===== src/rtl/rxm_pkg.sv =====
package rxm_pkg;

    typedef enum logic {
        T_IDLE = 1'b0,
        T_RUN  = 1'b1
    } tmr_state_t;

    typedef enum logic [1:0] {
        LW_HALF    = 2'd0,
        LW_QUARTER = 2'd1,
        LW_EIGHTH  = 2'd2,
        LW_OFF     = 2'd3
    } low_sel_t;

endpackage


===== src/rtl/rxm_prescaler.sv =====
module rxm_prescaler #(
    parameter int TICK_DIV = 4
) (
    input  logic clk,
    input  logic rst_n,
    output logic tick
);
    localparam int PW = (TICK_DIV > 2) ? $clog2(TICK_DIV) : 1;
    localparam logic [PW-1:0] LAST = PW'(TICK_DIV - 1);

    logic [PW-1:0] pre_q;

    always_ff @(posedge clk) begin
        if (!rst_n)
            pre_q <= '0;
        else if (pre_q == LAST)
            pre_q <= '0;
        else
            pre_q <= pre_q + 1'b1;
    end

    assign tick = (pre_q == LAST);
endmodule


===== src/rtl/rxm_delay_timer.sv =====
module rxm_delay_timer
    import rxm_pkg::*;
#(
    parameter int CNT_W   = 16,
    parameter bit RESTART = 1'b1
) (
    input  logic             clk,
    input  logic             rst_n,
    input  logic             tick,
    input  logic             start,
    input  logic [CNT_W-1:0] load_val,
    input  logic             stop,
    output logic             running,
    output logic             expire,
    output logic [CNT_W-1:0] count
);
    tmr_state_t       state_q, state_d;
    logic [CNT_W-1:0] cnt_q, cnt_d;
    logic             load;

    generate
        if (RESTART) begin : g_restart
            assign load = start;
        end else begin : g_hold
            assign load = start && (state_q == T_IDLE);
        end
    endgenerate

    always_ff @(posedge clk) begin
        if (!rst_n) begin
            state_q <= T_IDLE;
            cnt_q   <= '0;
        end else begin
            state_q <= state_d;
            cnt_q   <= cnt_d;
        end
    end

    always_comb begin
        state_d = state_q;
        cnt_d   = cnt_q;
        unique case (state_q)
            T_IDLE: begin
                if (load) begin
                    state_d = T_RUN;
                    cnt_d   = load_val;
                end
            end
            T_RUN: begin
                if (load) begin
                    cnt_d = load_val;
                end else if (stop) begin
                    state_d = T_IDLE;
                    cnt_d   = '0;
                end else if (tick) begin
                    cnt_d = cnt_q - 1'b1;
                end
            end
            default: begin
                state_d = T_IDLE;
                cnt_d   = '0;
            end
        endcase
    end

    assign running = (state_q == T_RUN);
    assign expire  = running && tick && (cnt_q == CNT_W'(1));
    assign count   = cnt_q;
endmodule


===== src/rtl/rxm_low_water.sv =====
module rxm_low_water
    import rxm_pkg::*;
#(
    parameter int RING_W = 16
) (
    input  logic [RING_W-1:0] desc_left,
    input  logic [RING_W-1:0] ring_len,
    input  logic [1:0]        low_sel,
    output logic              hit
);
    localparam int XW = RING_W + 3;

    logic [XW-1:0] left_x, ring_x;

    assign left_x = XW'(desc_left);
    assign ring_x = XW'(ring_len);

    always_comb begin
        unique case (low_sel_t'(low_sel))
            LW_HALF:    hit = (left_x << 1) <= ring_x;
            LW_QUARTER: hit = (left_x << 2) <= ring_x;
            LW_EIGHTH:  hit = (left_x << 3) <= ring_x;
            LW_OFF:     hit = 1'b0;
            default:    hit = 1'b0;
        endcase
    end
endmodule


===== src/rtl/rx_irq_moderator.sv =====
module rx_irq_moderator
    import rxm_pkg::*;
#(
    parameter int LEN_W    = 14,
    parameter int RING_W   = 16,
    parameter int TMR_W    = 16,
    parameter int TICK_DIV = 4
) (
    input  logic              clk,
    input  logic              rst_n,
    input  logic              pkt_done,
    input  logic [LEN_W-1:0]  pkt_len,
    input  logic [RING_W-1:0] desc_left,
    input  logic [RING_W-1:0] ring_len,
    input  logic [TMR_W-1:0]  pkt_delay,
    input  logic [TMR_W-1:0]  abs_delay,
    input  logic [LEN_W-1:0]  small_thresh,
    input  logic [1:0]        low_sel,
    input  logic              flush_req,
    input  logic              irq_fire,
    output logic              cause_rxt,
    output logic              cause_small,
    output logic              cause_low
);
    logic             tick;
    logic             pd_run, pd_exp, abs_run, abs_exp;
    logic [TMR_W-1:0] pd_cnt, abs_cnt;
    logic             stop_all, low_hit;
    logic             pd_en, abs_en;
    logic             rxt_d, small_d, low_d;

    assign pd_en    = (pkt_delay != '0);
    assign abs_en   = (abs_delay != '0);
    assign stop_all = pd_exp || abs_exp || irq_fire;

    rxm_prescaler #(.TICK_DIV(TICK_DIV)) i_pre (
        .clk   (clk),
        .rst_n (rst_n),
        .tick  (tick)
    );

    rxm_delay_timer #(.CNT_W(TMR_W), .RESTART(1'b1)) i_pd_tmr (
        .clk      (clk),
        .rst_n    (rst_n),
        .tick     (tick),
        .start    (pkt_done && pd_en),
        .load_val (pkt_delay),
        .stop     (stop_all),
        .running  (pd_run),
        .expire   (pd_exp),
        .count    (pd_cnt)
    );

    rxm_delay_timer #(.CNT_W(TMR_W), .RESTART(1'b0)) i_abs_tmr (
        .clk      (clk),
        .rst_n    (rst_n),
        .tick     (tick),
        .start    (pkt_done && abs_en),
        .load_val (abs_delay),
        .stop     (stop_all),
        .running  (abs_run),
        .expire   (abs_exp),
        .count    (abs_cnt)
    );

    rxm_low_water #(.RING_W(RING_W)) i_lw (
        .desc_left (desc_left),
        .ring_len  (ring_len),
        .low_sel   (low_sel),
        .hit       (low_hit)
    );

    always_comb begin
        rxt_d   = pd_exp || abs_exp || flush_req
               || (irq_fire && (pd_run || abs_run))
               || (pkt_done && !pd_en && !abs_en);
        small_d = pkt_done && (pkt_len <= small_thresh);
        low_d   = pkt_done && low_hit;
    end

    always_ff @(posedge clk) begin
        if (!rst_n) begin
            cause_rxt   <= 1'b0;
            cause_small <= 1'b0;
            cause_low   <= 1'b0;
        end else begin
            cause_rxt   <= rxt_d;
            cause_small <= small_d;
            cause_low   <= low_d;
        end
    end
endmodule


===== config.mk =====
export PLATFORM = sky130hd
export DESIGN_NAME = rx_irq_moderator
export DESIGN_NICKNAME = d
export VERILOG_FILES = /design/src/rtl/rxm_pkg.sv /design/src/rtl/rxm_prescaler.sv /design/src/rtl/rxm_delay_timer.sv /design/src/rtl/rxm_low_water.sv /design/src/rtl/rx_irq_moderator.sv
export SDC_FILE = /design/constraint.sdc
export NUM_CORES = 1
export LEC_CHECK = 0
export CELL_PAD_IN_SITES_DETAIL_PLACEMENT = 1
export CELL_PAD_IN_SITES_GLOBAL_PLACEMENT = 1
export CORE_MARGIN = 10
export CORE_UTILIZATION = 33
export CTS_CLUSTER_DIAMETER = 150
export DETAILED_ROUTE_END_ITERATION = 12
export PLACE_DENSITY_LB_ADDON = 0.1
export SLEW_MARGIN = 5
export SYNTH_ARGS = -nofsm -noshare
export SYNTH_HDL_FRONTEND = slang
export SYNTH_HIERARCHICAL = 1
export SYNTH_SLANG_ARGS = --single-unit
export TNS_END_PERCENT = 100

===== constraint.sdc =====
create_clock -name clk -period 2.87 [get_ports clk]
set_input_delay 0.574 -clock clk [delete_from_list [all_inputs] [get_ports clk]]
set_output_delay 0.574 -clock clk [all_outputs]
set_load 0.05 [all_outputs]

* After elaboration in Yosys (flattened, before gate mapping) *
Cells that the tools add are included.

storage, ports and cells
  bits in registers = 39
  output and inout bits = 3
  logic and storage cells = 72
  input bits = 99

cells by class
  bitwise gates (word level) = 3
  order comparisons = 4
  equality and inequality tests = 10
  $add $sub $neg = 3
  mux-type cells = 18
  reductions and logical operators = 26

operators by type and width
  operator                                                               count
  16-bit two-way mux                                                     8
  16-bit one-hot mux with 2 select lines                                 2
  16-bit by 1-bit == test with 1-bit output (second input constant)      2
  16-bit nonzero test                                                    2
  16-bit by 1-bit subtractor with 16-bit output (second input constant)  2
  19-bit by 16-bit <= comparator with 1-bit output                       1
  18-bit by 16-bit <= comparator with 1-bit output                       1
  17-bit by 16-bit <= comparator with 1-bit output                       1
  14-bit <= comparator                                                   1
  1-bit logical AND                                                      12
  4-bit by 2-bit != test with 1-bit output (second input constant)       2
  2-bit == test (second input constant)                                  3
  1-bit logical OR                                                       6
  1-bit two-way mux                                                      5
  2-bit by 1-bit != test with 1-bit output (second input constant)       2
  1-bit one-hot mux with 2 select lines                                  2
  1-bit one-hot mux with 4 select lines                                  1
  2-bit AND reduction                                                    2
  1-bit inverter                                                         3
  2-bit by 1-bit adder with 2-bit output (second input constant)         1
  2-bit by 1-bit == test with 1-bit output (second input constant)       1
  1-bit logical NOT                                                      2
  2-bit logical NOT                                                      1
  2-bit OR reduction                                                     1

* Depth between registers and ports, before layout *
Gate-level depths: netlist of the first run.

  word-level depth = 8
  gate-level depth with buffers = 11
  gate-level depth less buffers = 10

* Hierarchy *
The synthesis of the first run kept the hierarchy.

by module, submodules not included
  module                       instances  area an instance (um^2)  seq. area each (um^2)  cells an instance
  rxm_delay_timer (i_pd_tmr)   1          1,166.1                  340.3                  152
  rxm_delay_timer (i_abs_tmr)  1          1,061.0                  340.3                  138
  rxm_low_water                1          1,053.5                  0.0                    134
  rx_irq_moderator             1          560.5                    60.1                   75
  rxm_prescaler                1          73.8                     40.0                   5

* Least setup slack after synthesis of the first run *
OpenSTA, ideal clock, no wires.

  path kind = register to register
  from = register i_pd_tmr.cnt_q[8], in the netlist i_pd_tmr/count[8]
  to = register i_pd_tmr.cnt_q[9], in the netlist i_pd_tmr/count[9]
  period minus slack after synthesis = 3.013 ns
  library setup time = 0.070 ns
  required time = 2.800 ns
  cell stages (with the launch flop) = 9
  arrival = 2.943 ns
  path slack = -0.143 ns
  buffers on the path = 0
  cell sequence = dfxtp_1 > or4_4 > or4_4 > nor4_1 > or3_1 > o21ai_0 > or4_1 > o31a_2 > a21boi_1

between the ends
  longest elaborated chain between the ends = 7
  elaborated cells on any way between the ends = 11
  those cells by class = 1 x add/sub; 2 x eq/ne; 4 x mux; 4 x reduce/logical

RTL lines
  element                                        line                    RTL
  start: declaration                             rxm_delay_timer.sv:18   logic [CNT_W-1:0] cnt_q, cnt_d;
  start signal: assignment                       rxm_delay_timer.sv:35   cnt_q <= cnt_d;
  16-bit by 1-bit == test with 1-bit output (*)  rxm_delay_timer.sv:67   assign expire = running && tick && (cnt_q == CNT_W'(1));
  1-bit logical AND (*)                          rxm_delay_timer.sv:67
  via pd_exp                                     rx_irq_moderator.sv:26  logic pd_run, pd_exp, abs_run, abs_exp;
  1-bit logical OR (*) (2 in series)             rx_irq_moderator.sv:34  assign stop_all = pd_exp || abs_exp || irq_fire;
  via stop_all                                   rx_irq_moderator.sv:28  logic stop_all, low_hit;
  16-bit two-way mux                             rxm_delay_timer.sv:52   end else if (stop) begin
  16-bit two-way mux                             rxm_delay_timer.sv:50   if (load) begin
  16-bit one-hot mux with 2 select lines         rxm_delay_timer.sv:42   unique case (state_q)

Mark *: on every way through the listed nets, which the timed path passes. The rest lies on a longest branch. The select of a mux whose other input is x is not followed.
A chain may end at the register's enable or synchronous reset.

* Worst setup path after layout of the first run *
  from = input port pkt_delay[1]
  to = register i_pd_tmr.cnt_q[8], in the netlist i_pd_tmr/count[8]

between the ends
  longest elaborated chain between the ends = 4
  elaborated cells on any way between the ends = 7
  those cells by class = 2 x eq/ne; 2 x mux; 3 x reduce/logical

RTL lines
  element                                                                                         line                    RTL
  start: declaration                                                                              rx_irq_moderator.sv:15  input logic [TMR_W-1:0] pkt_delay,
  16-bit nonzero test (*)                                                                         rx_irq_moderator.sv:32  assign pd_en = (pkt_delay != '0);
  1-bit logical AND (*)                                                                           rx_irq_moderator.sv:46  .start (pkt_done && pd_en),
  4-bit by 2-bit != test with 1-bit output (no source line) (tied with other cells)               -
  2-bit AND reduction (no source line) or 16-bit one-hot mux with 2 select lines (tied branches)  -

Every way passes the cells marked *; elsewhere a longest branch is shown, timed or not.

==> run_results.csv, run 1 <==
group,metric,value,unit
floorplanning,start_util,0.340,
sta,fin_tns_setup,0,ps
route,firstDrtPassIters,4,
place,place_congestion,0.869,
yosys,synthFlopType,"dfxtp_1",
clock_tree,cts_buffers,5,
route,wl_per_cell,18.5,microns
yosys,syn_area,3920,sq um
finish,nets,802,
finish,most-common-layout-cells,"101 x clkdlybuf4s50_1, 61 x ha_1, 45 x inv_1",
floorplanning,dieArea,16600,sq um
clock_tree,cts_hold_buf,0,
floorplanning,die_y,129,microns
finish,nFillCells,1409,
critical_path,start_kind,"input port",
sta,fin_worst_skew,8.68,ps
yosys,synth.avg_cell_area,7.77,sq um
place,post-place-cells,777,
route,drt_iter0_markers,276,
flow_run,maxCapViolCount,0,
sta,period_needed,2750,ps
floorplanning,die_x,129,microns
yosys,synth_edf_count,0,
clock_tree,clkSlewWorstSetupHoldPaths,60,ps
clock_tree,h-tree-depth,2,
sta,max_freq,364,MHz
status,status,"finished, final reports clean",
power_and_ir_drop,ir_drop,0.215,mV
route,remaining_drc_errors,0,
global_route,grt-ovfl-total,0,
clock_tree,clk_path_buf_depth,2,
yosys,yosysTopAreaCell,"dfxtp_1",
place,portBuffers,101,
critical_path,worst-setup-path-type,"in2reg",
place,hpwl,12.0,mm
min_path,hold_path.class,"reg2reg",
critical_path,worstPathRequired,3080,ps
power_and_ir_drop,cellPowerDensity,377,nW/um^2
clock_tree,numClockSinks,39,
yosys,synth_top_area_frac,0.199,
clock_tree,clockRootBuffer,"clkbuf_16",
global_route,grtUsageTotal,0.170,
sta,rsz0062_at_grt,"false",
critical_path,arrival,2960,ps
floorplanning,rows,39,
yosys,async_reset_ff_frac,0,
finish,antenna_cells,0,
place,placed_cell_area,5380,sq um
critical_path,crit_fanout,5,
finish,postLayoutCellArea,5600,sq um
yosys,synthesis.nets,664,
sta,slew_headroom,0.644,
global_route,grt_pass1_wl,23.4,mm
sta,final-setup-viol-count,0,
finish,layout-drive-gt1-share,0.114,
yosys,ys_types,66,
finish,layout_commonest_cell,"clkdlybuf4s50_1",
yosys,syn_inst,504,
yosys,ys_top_cells_by_area,"dfxtp_1 20%, ha_1 19%, inv_1 4.3%, a21oi_1 4.1%, o21ai_0 4.0%",
yosys,ys_warn_count,6,
yosys,ys_seq_area_frac,0.199,
sta,worst_pin_slew,533,ps
floorplanning,core-area,11500,sq um
global_route,grt_max_degree,22,
global_route,grt_pass1_vias,4794,
clock_tree,cts_tree,"yes",
clock_tree,clk_latency,290,ps
finish,stdcell_count,786,
route,route.vias.total,4524,
route,drt-total-wl,14.5,mm
floorplanning,io_pins,102,
finish,syn_to_final_growth,43.0,%
yosys,synth-seq-cells,39,
global_route,grt_antenna_before_repair,0,
route,final_antenna_net_count,0,
sta,finalCritPeriodShare,0.957,
route,vias_per_cell,5.76,
sta,maxSlewViolCount,0,
sta,hold_viol,0,
power_and_ir_drop,power_leakage,2.32,nW
critical_path,crit_path_end_kind,"flip-flop",
## worst max-delay path, cell delays in order
cell,delay (ps)
clkdlybuf4s50_1,420
nor4_1,350
buf_4,180
nand4_1,120
and2_2,270
or3b_2,550
o31a_2,360
o22ai_1,140
## logic make-up (layout without fill, tap and decap cells)
family | after synthesis | in the layout | synth area share
DFF | 39 | 39 | 0.199
muxes | 3 | 3 | 0.00767
buffers and inverters | 59 | 198 | 0.0572
adders and majority gates | 61 | 61 | 0.195
AOI/OAI and AO/OA | 150 | 150 | 0.256
and+or+nand+nor | 192 | 192 | 0.284
## report_power, final
part | switching [mW] | internal, mW
logic | 0.383 | 0.361
clock network | 0.241 | 0.499
registers | 0.0444 | 0.583
total | 0.669 | 1.44
## synthesized netlist by cell type, types with 2 or more instances
master	n
ha_1	61
inv_1	45
nand2_1	40
dfxtp_1	39
a21oi_1	32
o21ai_0	31
nor2_1	25
nor3_1	17
nor4_1	16
nand4_1	14
nand3_1	13
nor2b_1	11
or3_1	11
a22oi_1	8
clkbuf_1	8
nand2b_1	8
or4_1	8
a211oi_1	7
o211ai_1	7
o21a_1	7
o31ai_1	7
a32oi_1	6
nor3b_1	6
o22ai_1	5
a21boi_0	4
a21o_1	4
a31oi_1	4
a22o_1	3
and3_1	3
mux2i_1	3
o2111ai_1	3
o311ai_0	3
or4_4	3
a2111oi_0	2
a221oi_1	2
buf_1	2
clkinv_1	2
nor3_2	2
nor4_4	2
o211a_1	2
o21ai_1	2
o31a_2	2
## sequential cells by signal, summed over array words and instances (netlist names)
name,cells
i_pd_tmr/running,1
cause_rxt,1
i_pre/pre_q,2
i_abs_tmr/running,1
cause_small,1
i_abs_tmr/count,16
cause_low,1
i_pd_tmr/count,16
## cell type report
class                           instances  area [sq um]  share of cell area
Clock buffer                            6           129              0.0230
Clock inverter                          2          60.1              0.0107
Inverter                               47           176              0.0315
Multi-Input combinational cell        406          2950               0.526
Sequential cell                        39           781               0.140
Tap cell                              143           179              0.0320
Timing Repair Buffer                  143          1330               0.237
## stage by stage
step / total power, mW / utilization / hold slack, ps / setup slack, ps
finish: 2.11 / 0.486 / 440 / 123
global route: 2.23 / 0.486 / 472 / 15.3
CTS: 2.12 / 0.484 / 447 / 2.53
detailed placement: 1.37 / 0.467 / 439 / -162
global placement: 1.35 / 0.467 / 427 / -79.1
floorplan: 1.02 / - / 419 / 33.0
## layer usage
metal  wire length (microns)  vias up  GRT usage
met4                     346        0     0.0555
li1                        -     2205          -
met3                     902       30     0.0357
met1                    6530     2140      0.210
met2                    6760      149      0.288
met5                       0        -          0
## what timing repair did
item,in CTS,in global routing
pin swaps,1,2
setup buffers,1,0
resized for setup,0,3
endpoints found under the setup margin,1,14
## final timing paths
| check | startpoint | to | slack (ps) | depth (start not counted) |
|---|---|---|---|---|
| worst max-delay path | pkt_delay[1] | i_pd_tmr/count[8] | 120 | 8 |
| worst min-delay path | i_pre/pre_q[0] | i_pre/pre_q[0] | 440 | 1 |
| worst max register to register | i_pd_tmr/count[8] | i_pd_tmr/count[9] | 130 | 8 |
| worst min register to register | i_pre/pre_q[0] | i_pre/pre_q[0] | 440 | 1 |
Note: power is estimated with default switching activity, not from simulation.
==> inputs of run 2 (changes only) <==
CORE_UTILIZATION = 32   (was 33)
SYNTH_HIERARCHICAL = not set   (was 1)
==> run 2 against run 1 <==
Hold slack got worse by 17 ps. Combinational power shrank 3%. Clock-buffer cell count stayed put. Power fell by 10%. Synthesized cell count fell by 1.4%. Critical path type unchanged. Highest routed layer unchanged.
==> run_results.csv, run 2 <==
group,metric,value,unit
floorplanning,rows,40,
clock_tree,cts_tree,"yes",
flow_run,maxCapViolCount,0,
power_and_ir_drop,power_leakage,2.24,nW
place,post-place-cells,758,
critical_path,r2r_setup_slack,310,ps
finish,postLayoutCellArea,5350,sq um
global_route,grt-ovfl-total,0,
critical_path,arrival,2900,ps
power_and_ir_drop,cellPowerDensity,354,nW/um^2
clock_tree,h-tree-depth,2,
floorplanning,start_util,0.325,
critical_path,crit_fanout,15,
critical_path,worstPathRequired,3100,ps
finish,layout_commonest_cell,"clkdlybuf4s50_1",
yosys,syn_area,3870,sq um
sta,fin_worst_skew,8.18,ps
yosys,async_reset_ff_frac,0,
finish,syn_to_final_growth,38.1,%
global_route,grtUsageTotal,0.171,
yosys,synth_top_area_frac,0.202,
route,drt_iter0_markers,224,
clock_tree,cts_buffers,5,
floorplanning,io_pins,102,
yosys,ys_types,65,
sta,maxSlewViolCount,0,
finish,antenna_cells,0,
place,placed_cell_area,5210,sq um
sta,period_needed,2670,ps
sta,slew_headroom,0.346,
clock_tree,numClockSinks,39,
sta,worst_pin_slew,974,ps
finish,layout-drive-gt1-share,0.0778,
yosys,synthFlopType,"dfxtp_1",
sta,max_freq,374,MHz
critical_path,worst-setup-path-type,"in2reg",
yosys,synth.top_cells.by_count,"61 x ha_1, 46 x inv_1, 45 x nand2_1",
min_path,hold_path.class,"reg2reg",
yosys,synth_edf_count,0,
yosys,synthesis.nets,657,
global_route,grt_pass1_vias,4873,
route,route.vias.total,4423,
clock_tree,clkSlewWorstSetupHoldPaths,60,ps
critical_path,crit_path_end_kind,"flip-flop",
yosys,yosysTopAreaCell,"dfxtp_1",
global_route,grt_antenna_before_repair,0,
place,place_congestion,0.884,
sta,hold_viol,0,
finish,stdcell_count,764,
status,status,"finished, final reports clean",
yosys,ys_top_cells_by_area,"dfxtp_1 20%, ha_1 20%, inv_1 4.5%, nand2_1 4.4%, a21oi_1 4.3%",
yosys,synth-seq-cells,39,
finish,nets,778,
yosys,ys_warn_count,0,
place,hpwl,12.0,mm
global_route,grt_pass1_wl,23.7,mm
floorplanning,die_y,130,microns
clock_tree,clockRootBuffer,"clkbuf_16",
finish,most-common-layout-cells,"101 x clkdlybuf4s50_1, 61 x ha_1, 46 x inv_1",
yosys,yosysMostFrequentCell,"ha_1",
yosys,ys_seq_area_frac,0.202,
floorplanning,dieArea,16900,sq um
floorplanning,core-area,11900,sq um
critical_path,start_kind,"input port",
global_route,grt_max_degree,34,
yosys,synth.avg_cell_area,7.79,sq um
finish,nFillCells,1481,
sta,worst_hold_slack,423,ps
route,final_antenna_net_count,0,
place,portBuffers,101,
sta,rsz0062_at_grt,"false",
route,drt-total-wl,14.6,mm
sta,finalCritPeriodShare,0.931,
clock_tree,clk_latency,290,ps
clock_tree,clk_path_buf_depth,2,
yosys,syn_inst,497,
route,wl_per_cell,19.1,microns
power_and_ir_drop,p_total,1.89,mW
power_and_ir_drop,ir_drop,0.190,mV
route,firstDrtPassIters,4,
route,vias_per_cell,5.79,
route,remaining_drc_errors,0,
floorplanning,die_x,130,microns
sta,final-setup-viol-count,0,
## run 2: changes by cell type after synthesis, sizes merged, moves of 6 or more
| cell | change |
|---|---|
| or3 | -7 |
| o21ai | -6 |
| a21o | +7 |
| o221ai | +13 |
## run 2: repair_timing
item / in CTS / in global routing
endpoints found under the setup margin: 0 / 1
buffers inserted: 0 / 0
hold buffers: 0 / 0
resized for setup: 0 / 1
## run 2: cells by family (layout without fill, tap and decap cells)
kind of cell | Yosys count | after routing | synth area share
compound gates | 149 | 149 | 0.272
fa+ha+maj | 61 | 61 | 0.197
buf+inv | 64 | 184 | 0.0672
flops | 39 | 39 | 0.202
mux | 1 | 1 | 0.00258
simple gates | 183 | 183 | 0.260
## run 2: critical path, cell delays in order
cell             delay [ps]
clkdlybuf4s50_1         440
nor4_2                  330
buf_4                   170
and4_1                  230
o21ai_2                  70
or3b_1                  380
buf_4                   200
o41ai_1                 340
a32o_1                  170
## run 2: through the flow
step                setup WS [ps]  setup TNS, ps   util
finish                        197              0  0.449
global route                 50.1              0  0.449
CTS                           131              0  0.448
detailed placement           -151           -352  0.438
global placement            -72.4           -124  0.438
floorplan                     383              0      -
## run 2: power breakdown
| group | internal [mW] | switching (mW) |
|---|---|---|
| Sequential | 0.585 | 0.0471 |
| Combinational | 0.351 | 0.373 |
| Clock | 0.313 | 0.225 |
| Total | 1.25 | 0.645 |
## run 2: layer usage
layer	vias to the layer above	wire length (microns)	GRT usage
li1	2154	-	-
met1	2145	6430	0.206
met2	113	7280	0.307
met3	11	689	0.0292
met4	0	165	0.0403
met5	-	0	0
## run 2: area by class of cell
cell class	instances	area, sq um	area share
Sequential cell	39	781	0.146
Clock buffer	6	129	0.0241
Multi-Input combinational cell	394	2840	0.531
Tap cell	147	184	0.0344
Inverter	46	173	0.0323
Timing Repair Buffer	132	1240	0.233
## run 2: final timing paths
| kind | start | to | cells past startpoint |
|---|---|---|---|
| min | i_pre.pre_q[0] | i_pre.pre_q[0] | 1 |
| max reg2reg | i_abs_tmr.count[2] | i_pd_tmr.count[12] | 7 |
| max | pkt_delay[8] | i_pd_tmr.count[5] | 9 |
| min reg2reg | i_pre.pre_q[0] | i_pre.pre_q[0] | 1 |
